### config.mk
export PLATFORM = sky130hd
export DESIGN_NAME = hitrx_rollback
export DESIGN_NICKNAME = d
export VERILOG_FILES = /design/src/rtl/hitrx_pkg.sv /design/src/rtl/hitrx_deser.sv /design/src/rtl/hitrx_fifo.sv /design/src/rtl/hitrx_rollback.sv
export SDC_FILE = /design/constraint.sdc
export NUM_CORES = 1
export LEC_CHECK = 0
export ABC_AREA = 1
export BUFFER_PORTS_ARGS = -buffer_cell sky130_fd_sc_hd__buf_2
export CELL_PAD_IN_SITES_DETAIL_PLACEMENT = 1
export CELL_PAD_IN_SITES_GLOBAL_PLACEMENT = 1
export CORE_MARGIN = 2
export CORE_UTILIZATION = 56
export DETAILED_ROUTE_END_ITERATION = 10
export PLACE_DENSITY_LB_ADDON = 0.1
export SLEW_MARGIN = 40
export SYNTH_ARGS = -nofsm -noshare
export SYNTH_HDL_FRONTEND = slang
export SYNTH_SLANG_ARGS = --single-unit
### constraint.sdc
create_clock -name clk -period 8.9 [get_ports clk]
set_input_delay 1.335 -clock clk [delete_from_list [all_inputs] [get_ports clk]]
set_output_delay 1.335 -clock clk [all_outputs]
set_load 0.02 [all_outputs]
### src/rtl/hitrx_pkg.sv
package hitrx_pkg;

    localparam int TRIG_W = 4;
    localparam int ROW_W  = 8;
    localparam int COL_W  = 5;
    localparam int TOT_W  = 8;
    localparam int WORD_W = TRIG_W + ROW_W + COL_W + TOT_W;

    localparam logic [ROW_W-1:0] EOE_ROW = '1;
    localparam logic [COL_W-1:0] EOE_COL = '1;

    typedef struct packed {
        logic [TRIG_W-1:0] trig;
        logic [ROW_W-1:0]  row;
        logic [COL_W-1:0]  col;
        logic [TOT_W-1:0]  tot;
    } hit_word_t;

    typedef enum logic {
        RX_IDLE  = 1'b0,
        RX_SHIFT = 1'b1
    } rx_state_t;

    function automatic logic is_marker(hit_word_t w);
        return (w.row == EOE_ROW) && (w.col == EOE_COL);
    endfunction

endpackage

### src/rtl/hitrx_deser.sv
module hitrx_deser
    import hitrx_pkg::*;
#(
    parameter bit HAS_TOT = 1'b1
) (
    input  logic      clk,
    input  logic      rst,
    input  logic      ser_i,
    output logic      rec_valid_o,
    output hit_word_t rec_word_o
);

    localparam int REC_BITS = TRIG_W + ROW_W + COL_W + (HAS_TOT ? TOT_W : 0);
    localparam int CNT_W    = $clog2(REC_BITS);
    localparam logic [CNT_W-1:0] LAST_BIT = CNT_W'(REC_BITS - 1);

    rx_state_t          state;
    logic [CNT_W-1:0]   bit_cnt;
    logic [WORD_W-1:0]  shreg;
    logic [WORD_W-1:0]  assembled;
    hit_word_t          packed_word;

    assign assembled = {shreg[WORD_W-2:0], ser_i};

    generate
        if (HAS_TOT) begin : g_with_tot
            assign packed_word = hit_word_t'(assembled);
        end else begin : g_no_tot
            assign packed_word = hit_word_t'({assembled[REC_BITS-1:0], {TOT_W{1'b0}}});
        end
    endgenerate

    always_ff @(posedge clk) begin
        if (rst) begin
            state       <= RX_IDLE;
            bit_cnt     <= '0;
            shreg       <= '0;
            rec_valid_o <= 1'b0;
            rec_word_o  <= '0;
        end else begin
            rec_valid_o <= 1'b0;
            unique case (state)
                RX_IDLE: begin
                    if (ser_i) begin
                        state   <= RX_SHIFT;
                        bit_cnt <= '0;
                    end
                end
                RX_SHIFT: begin
                    shreg <= assembled;
                    if (bit_cnt == LAST_BIT) begin
                        state       <= RX_IDLE;
                        rec_valid_o <= 1'b1;
                        rec_word_o  <= packed_word;
                    end else begin
                        bit_cnt <= bit_cnt + 1'b1;
                    end
                end
                default: state <= RX_IDLE;
            endcase
        end
    end


    rec_pulse_chk: assert property (@(posedge clk) disable iff (rst)
        rec_valid_o |=> !rec_valid_o);

endmodule

### src/rtl/hitrx_fifo.sv
module hitrx_fifo
    import hitrx_pkg::*;
#(
    parameter int DEPTH = 32
) (
    input  logic              clk,
    input  logic              rst,
    input  logic              wr_valid_i,
    input  hit_word_t         wr_word_i,
    input  logic              rd_en_i,
    output logic [WORD_W-1:0] rd_word_o,
    output logic              empty_o,
    output logic              eoe_o,
    output logic              ovf_err_o
);

    localparam int PTR_W = $clog2(DEPTH);
    typedef logic [PTR_W-1:0] ptr_t;

    function automatic ptr_t ring_inc(ptr_t p);
        return (p == ptr_t'(DEPTH - 1)) ? '0 : p + 1'b1;
    endfunction

    logic [WORD_W-1:0] mem [DEPTH];
    ptr_t wr_ptr, rd_ptr, last_ptr;
    logic dropping, marker, take, full;

    assign marker    = is_marker(wr_word_i);
    assign take      = wr_valid_i && !(dropping && !marker);
    assign full      = (ring_inc(wr_ptr) == rd_ptr);
    assign empty_o   = (rd_ptr == last_ptr);
    assign rd_word_o = mem[rd_ptr];

    always_ff @(posedge clk) begin
        if (take && !full) begin
            mem[wr_ptr] <= wr_word_i;
        end
    end

    always_ff @(posedge clk) begin
        if (rst) begin
            wr_ptr    <= '0;
            rd_ptr    <= '0;
            last_ptr  <= '0;
            dropping  <= 1'b0;
            eoe_o     <= 1'b0;
            ovf_err_o <= 1'b0;
        end else begin
            eoe_o <= 1'b0;
            if (take) begin
                if (full) begin
                    wr_ptr    <= last_ptr;
                    ovf_err_o <= 1'b1;
                    dropping  <= !marker;
                end else begin
                    wr_ptr   <= ring_inc(wr_ptr);
                    dropping <= 1'b0;
                    if (marker) begin
                        last_ptr <= ring_inc(wr_ptr);
                        eoe_o    <= 1'b1;
                    end
                end
            end
            if (rd_en_i && !empty_o) begin
                rd_ptr <= ring_inc(rd_ptr);
            end
        end
    end


    rollback_chk: assert property (@(posedge clk) disable iff (rst)
        (take && full) |=> (wr_ptr == $past(last_ptr)));


    ovf_sticky_chk: assert property (@(posedge clk) disable iff (rst)
        ovf_err_o |=> ovf_err_o);


    rd_idle_chk: assert property (@(posedge clk) disable iff (rst)
        (rd_en_i && empty_o) |=> $stable(rd_ptr));


    no_overrun_chk: assert property (@(posedge clk) disable iff (rst)
        (wr_ptr == rd_ptr) |-> (last_ptr == rd_ptr));


    eoe_src_chk: assert property (@(posedge clk) disable iff (rst)
        eoe_o |-> $past(wr_valid_i));

endmodule

### src/rtl/hitrx_rollback.sv
module hitrx_rollback
    import hitrx_pkg::*;
#(
    parameter int DEPTH   = 32,
    parameter bit HAS_TOT = 1'b1
) (
    input  logic              clk,
    input  logic              rst,
    input  logic              ser_i,
    input  logic              rd_en_i,
    output logic [WORD_W-1:0] rd_word_o,
    output logic              empty_o,
    output logic              eoe_o,
    output logic              ovf_err_o
);

    logic      rec_valid;
    hit_word_t rec_word;

    hitrx_deser #(
        .HAS_TOT (HAS_TOT)
    ) deser_i (
        .clk         (clk),
        .rst         (rst),
        .ser_i       (ser_i),
        .rec_valid_o (rec_valid),
        .rec_word_o  (rec_word)
    );

    hitrx_fifo #(
        .DEPTH (DEPTH)
    ) fifo_i (
        .clk        (clk),
        .rst        (rst),
        .wr_valid_i (rec_valid),
        .wr_word_i  (rec_word),
        .rd_en_i    (rd_en_i),
        .rd_word_o  (rd_word_o),
        .empty_o    (empty_o),
        .eoe_o      (eoe_o),
        .ovf_err_o  (ovf_err_o)
    );

endmodule

==> flow_summary.yaml <==
clock_network:
  cts_root_buf: "clkbuf_16"
  h-tree-depth: 3
  cts_buffers: 90
  hold_buffers: 0
  cts_tree: "done"
  insertion_delay_ns: 0.66
  cts_setup_buffers: 0
  clk_path_buf_depth: 3
  clkTransAtPathRegs_ns: 0.06
  ctsResizeCount: 0
  cts_num_sinks: 879
power:
  powerDensity_nw_per_um2: 280
  swShare_pct: 33.4
  p_clk_share_pct: 33.1
  pwr-share-comb_pct: 25.9
  worst_ir_drop_vdd_v: 0.000219
  p_leak_uw: 0.0118
  p_seq_share_pct: 40.9
  p_switching_uw: 3730
  intPower_uw: 7430
sta:
  worstMarginPinSlew_ns: 0.918
  skew_ns: 0.0380
  max_slew_margin_pct: 38.7
  hold_viol: 0
  setup_tns_ns: 0
  final.period_utilization_pct: 59.8
  drv_slew: 0
  finalSetupViolCount: 0
  rsz0062_at_grt: "false"
  clock.fmax_mhz: 188
  min_period_ns: 5.32
worst_setup_path:
  start_kind: "flop"
  endpoint_kind: "primary output"
  path_class: "flop to primary output"
  critPathMaxFanout: 107
  cp_num_buf_inv: 4
  worstPathRequired_ns: 7.57
  cp_top_family: "buffers and inverters"
  slowest_delay_ns: 0.56
  worstPathArrival_ns: 3.99
  path_cells: "inv_8, buf_12, buf_16, o21bai_1, o221ai_1, nand3_1, nand2_1, nand2_1, nand2_1, buf_2"
  crit_slowest_cell: "inv_8"
  cp_common_cell: "nand2_1"
  reg2reg_setup_slack_ns: 5.05
min_path:
  min_path_type: "flop to flop"
synthesis:
  ys_types: 30
  synth_area_um2: 35000
  ys.flop_type: "edfxtp_1"
  synth_edf_count: 800
  synthArstFlopShare_pct: 0
  synth_nets: 2758
  seq_area_frac_synth_pct: 73.1
  synth_cells: 2744
  synth_seq_cells: 879
  yosysWarningCount: 0
  avgSynthCellArea_um2: 12.8
detailed_routing:
  first_pass_iters: 5
  dr.first_iter.drc_count: 2474
  wire_per_inst_um: 27.9
  postRouteAntennaNets: 0
  wirelength_mm: 102
  drcViolationCount: 0
  viasPerCell: 6.36
  num_vias: 23300
place:
  dpl-instance-area_um2: 37000
  gp_congestion: 0.786
  place_hpwl_mm: 58.6
  port_buffers: 31
final_layout:
  drive_gt1_share_pct: 10.5
  final_cell_mix: "800 x edfxtp_1, 455 x nor2_1, 315 x nand2_1"
  final_common_cell: "edfxtp_1"
  area_delta_synth_final_pct: 13.8
  nFillCells: 5814
  design_area_um2: 39900
  num-nets-final: 2769
grt:
  grt_pass1_vias: 24600
  grt_max_degree: 133
  grt-ovfl-total: 0
  grt_usage_pct: 32.2
  grt_pass1_wl_mm: 152
  grt_antenna_before_repair: 6
floorplan:
  ioPinCount: 32
  placeableCoreArea_um2: 61800
  rows: 91
  die_w_um: 254
  initial_core_util_pct: 56.7
  die_height_um: 254
  die_area_um2: 64600
outcome:
  status: "complete, no violations"
flow_run:
  drv_cap: 0
[synthesized netlist by cell type (4+ instances only)]
library cell / instances / area (um^2)
edfxtp_1: 800 / 24000
o21bai_1: 170 / 1280
nand2_1: 317 / 1190
dfxtp_1: 79 / 1580
a32oi_1: 15 / 131
buf_2: 74 / 370
nor2_1: 487 / 1830
ha_1: 10 / 125
nor3_1: 4 / 20.0
nand4_1: 12 / 75.1
buf_6: 4 / 45.0
o221ai_1: 170 / 1490
o21ai_1: 20 / 100
inv_2: 6 / 22.5
clkbuf_1: 93 / 349
a21oi_1: 69 / 345
buf_1: 13 / 48.8
o21ai_0: 220 / 1100
inv_1: 41 / 154
nand3_1: 118 / 591
buf_4: 6 / 45.0
[state kept, by name (all words and copies together), names as in the netlist, 5 cells and up, named ones only]
name / flops
fifo_i.wr_ptr: 5
fifo_i.last_ptr: 5
fifo_i.rd_ptr: 5
fifo_i.mem: 800
deser_i.shreg: 24
deser_i.bit_cnt: 5
deser_i.rec_word_o: 25
[cell type report]
| type | instances | area (um^2) | area share, % |
|---|---|---|---|
| sequential | 879 | 25600 | 64.3 |
| multi-input combinational | 1628 | 8650 | 21.7 |
| clock buffer | 120 | 2460 | 6.17 |
| timing repair buffer | 109 | 1470 | 3.68 |
| tap | 837 | 1050 | 2.63 |
| clock inverter | 47 | 404 | 1.01 |
| inverter | 47 | 185 | 0.465 |
| antenna | 3 | 7.51 | 0.0188 |
[worst reg2reg max path, delay by kind of cell, from the launching register on]
| family | cells | cell delay (ns) |
|---|---|---|
| buffers and inverters | 3 | 0.76 |
| AND/OR/NAND/NOR | 10 | 1.94 |
| adder cells (fa/ha/maj) | 1 | 0.21 |
| flip-flops | 1 | 0.58 |
[routing by layer]
layer  vias to the layer above  wire (um)  part of all wire (%)  GRT usage (%)
met5                         -         39                 0.038              0
met4                         6       3670                   3.6           13.0
met3                       272       7910                   7.7           6.35
met2                       957      50500                    49           53.6
met1                     11900      40200                    39           41.9
li1                      10200          -                     -              -
[path summary, 6_finish.rpt]
path / cells after the start / endpoint / start
worst max-delay path: 10 / rd_word_o[1] / flop
worst min-delay path: 1 / fifo_i.ovf_err_o$_SDFFE_PP0P_ / fifo_i.ovf_err_o$_SDFFE_PP0P_
worst max register to register: 14 / fifo_i.mem[14][15]$_DFFE_PP_ / fifo_i.wr_ptr[3]$_SDFFE_PP0P_
worst min register to register: 1 / fifo_i.ovf_err_o$_SDFFE_PP0P_ / fifo_i.ovf_err_o$_SDFFE_PP0P_
[stage by stage]
stage                     cells  hold slack, ns  power, uW  utilization, %  setup WS, ns
after floorplan            2744           0.445       6590               -          4.57
after global placement     3455           0.450       7260            58.1          4.39
after detailed placement   3500           0.456       7480            59.8          4.44
after CTS                  3667           0.470      11200            64.4          3.59
after global routing       3667           0.497      11600            64.5          3.38
final                      3670           0.464      11200            64.5          3.58
[power groups by stage]
stage          Sequential (uW)  Combinational [uW]  Clock [uW]
6_report                  4570                2890        3700
4_1_cts                   4570                2880        3730
2_1_floorplan             4560                2030           0
5_1_grt                   4580                3160        3870
3_3_place_gp              4650                2610           0
3_5_place_dp              4660                2820           0
[cell families (layout without fill, tap and decap cells)]
kind of cell	after synthesis	after routing	share of synthesized area [%]
adders and majority gates	10	10	0.357
other	0	3	0
and+or+nand+nor	947	947	10.8
DFF	879	879	73.1
AOI/OAI and AO/OA	665	665	12.7
xor gates and xnor gates	6	6	0.150
buffers and inverters	237	323	2.95
(Power assumes the default switching activity.)
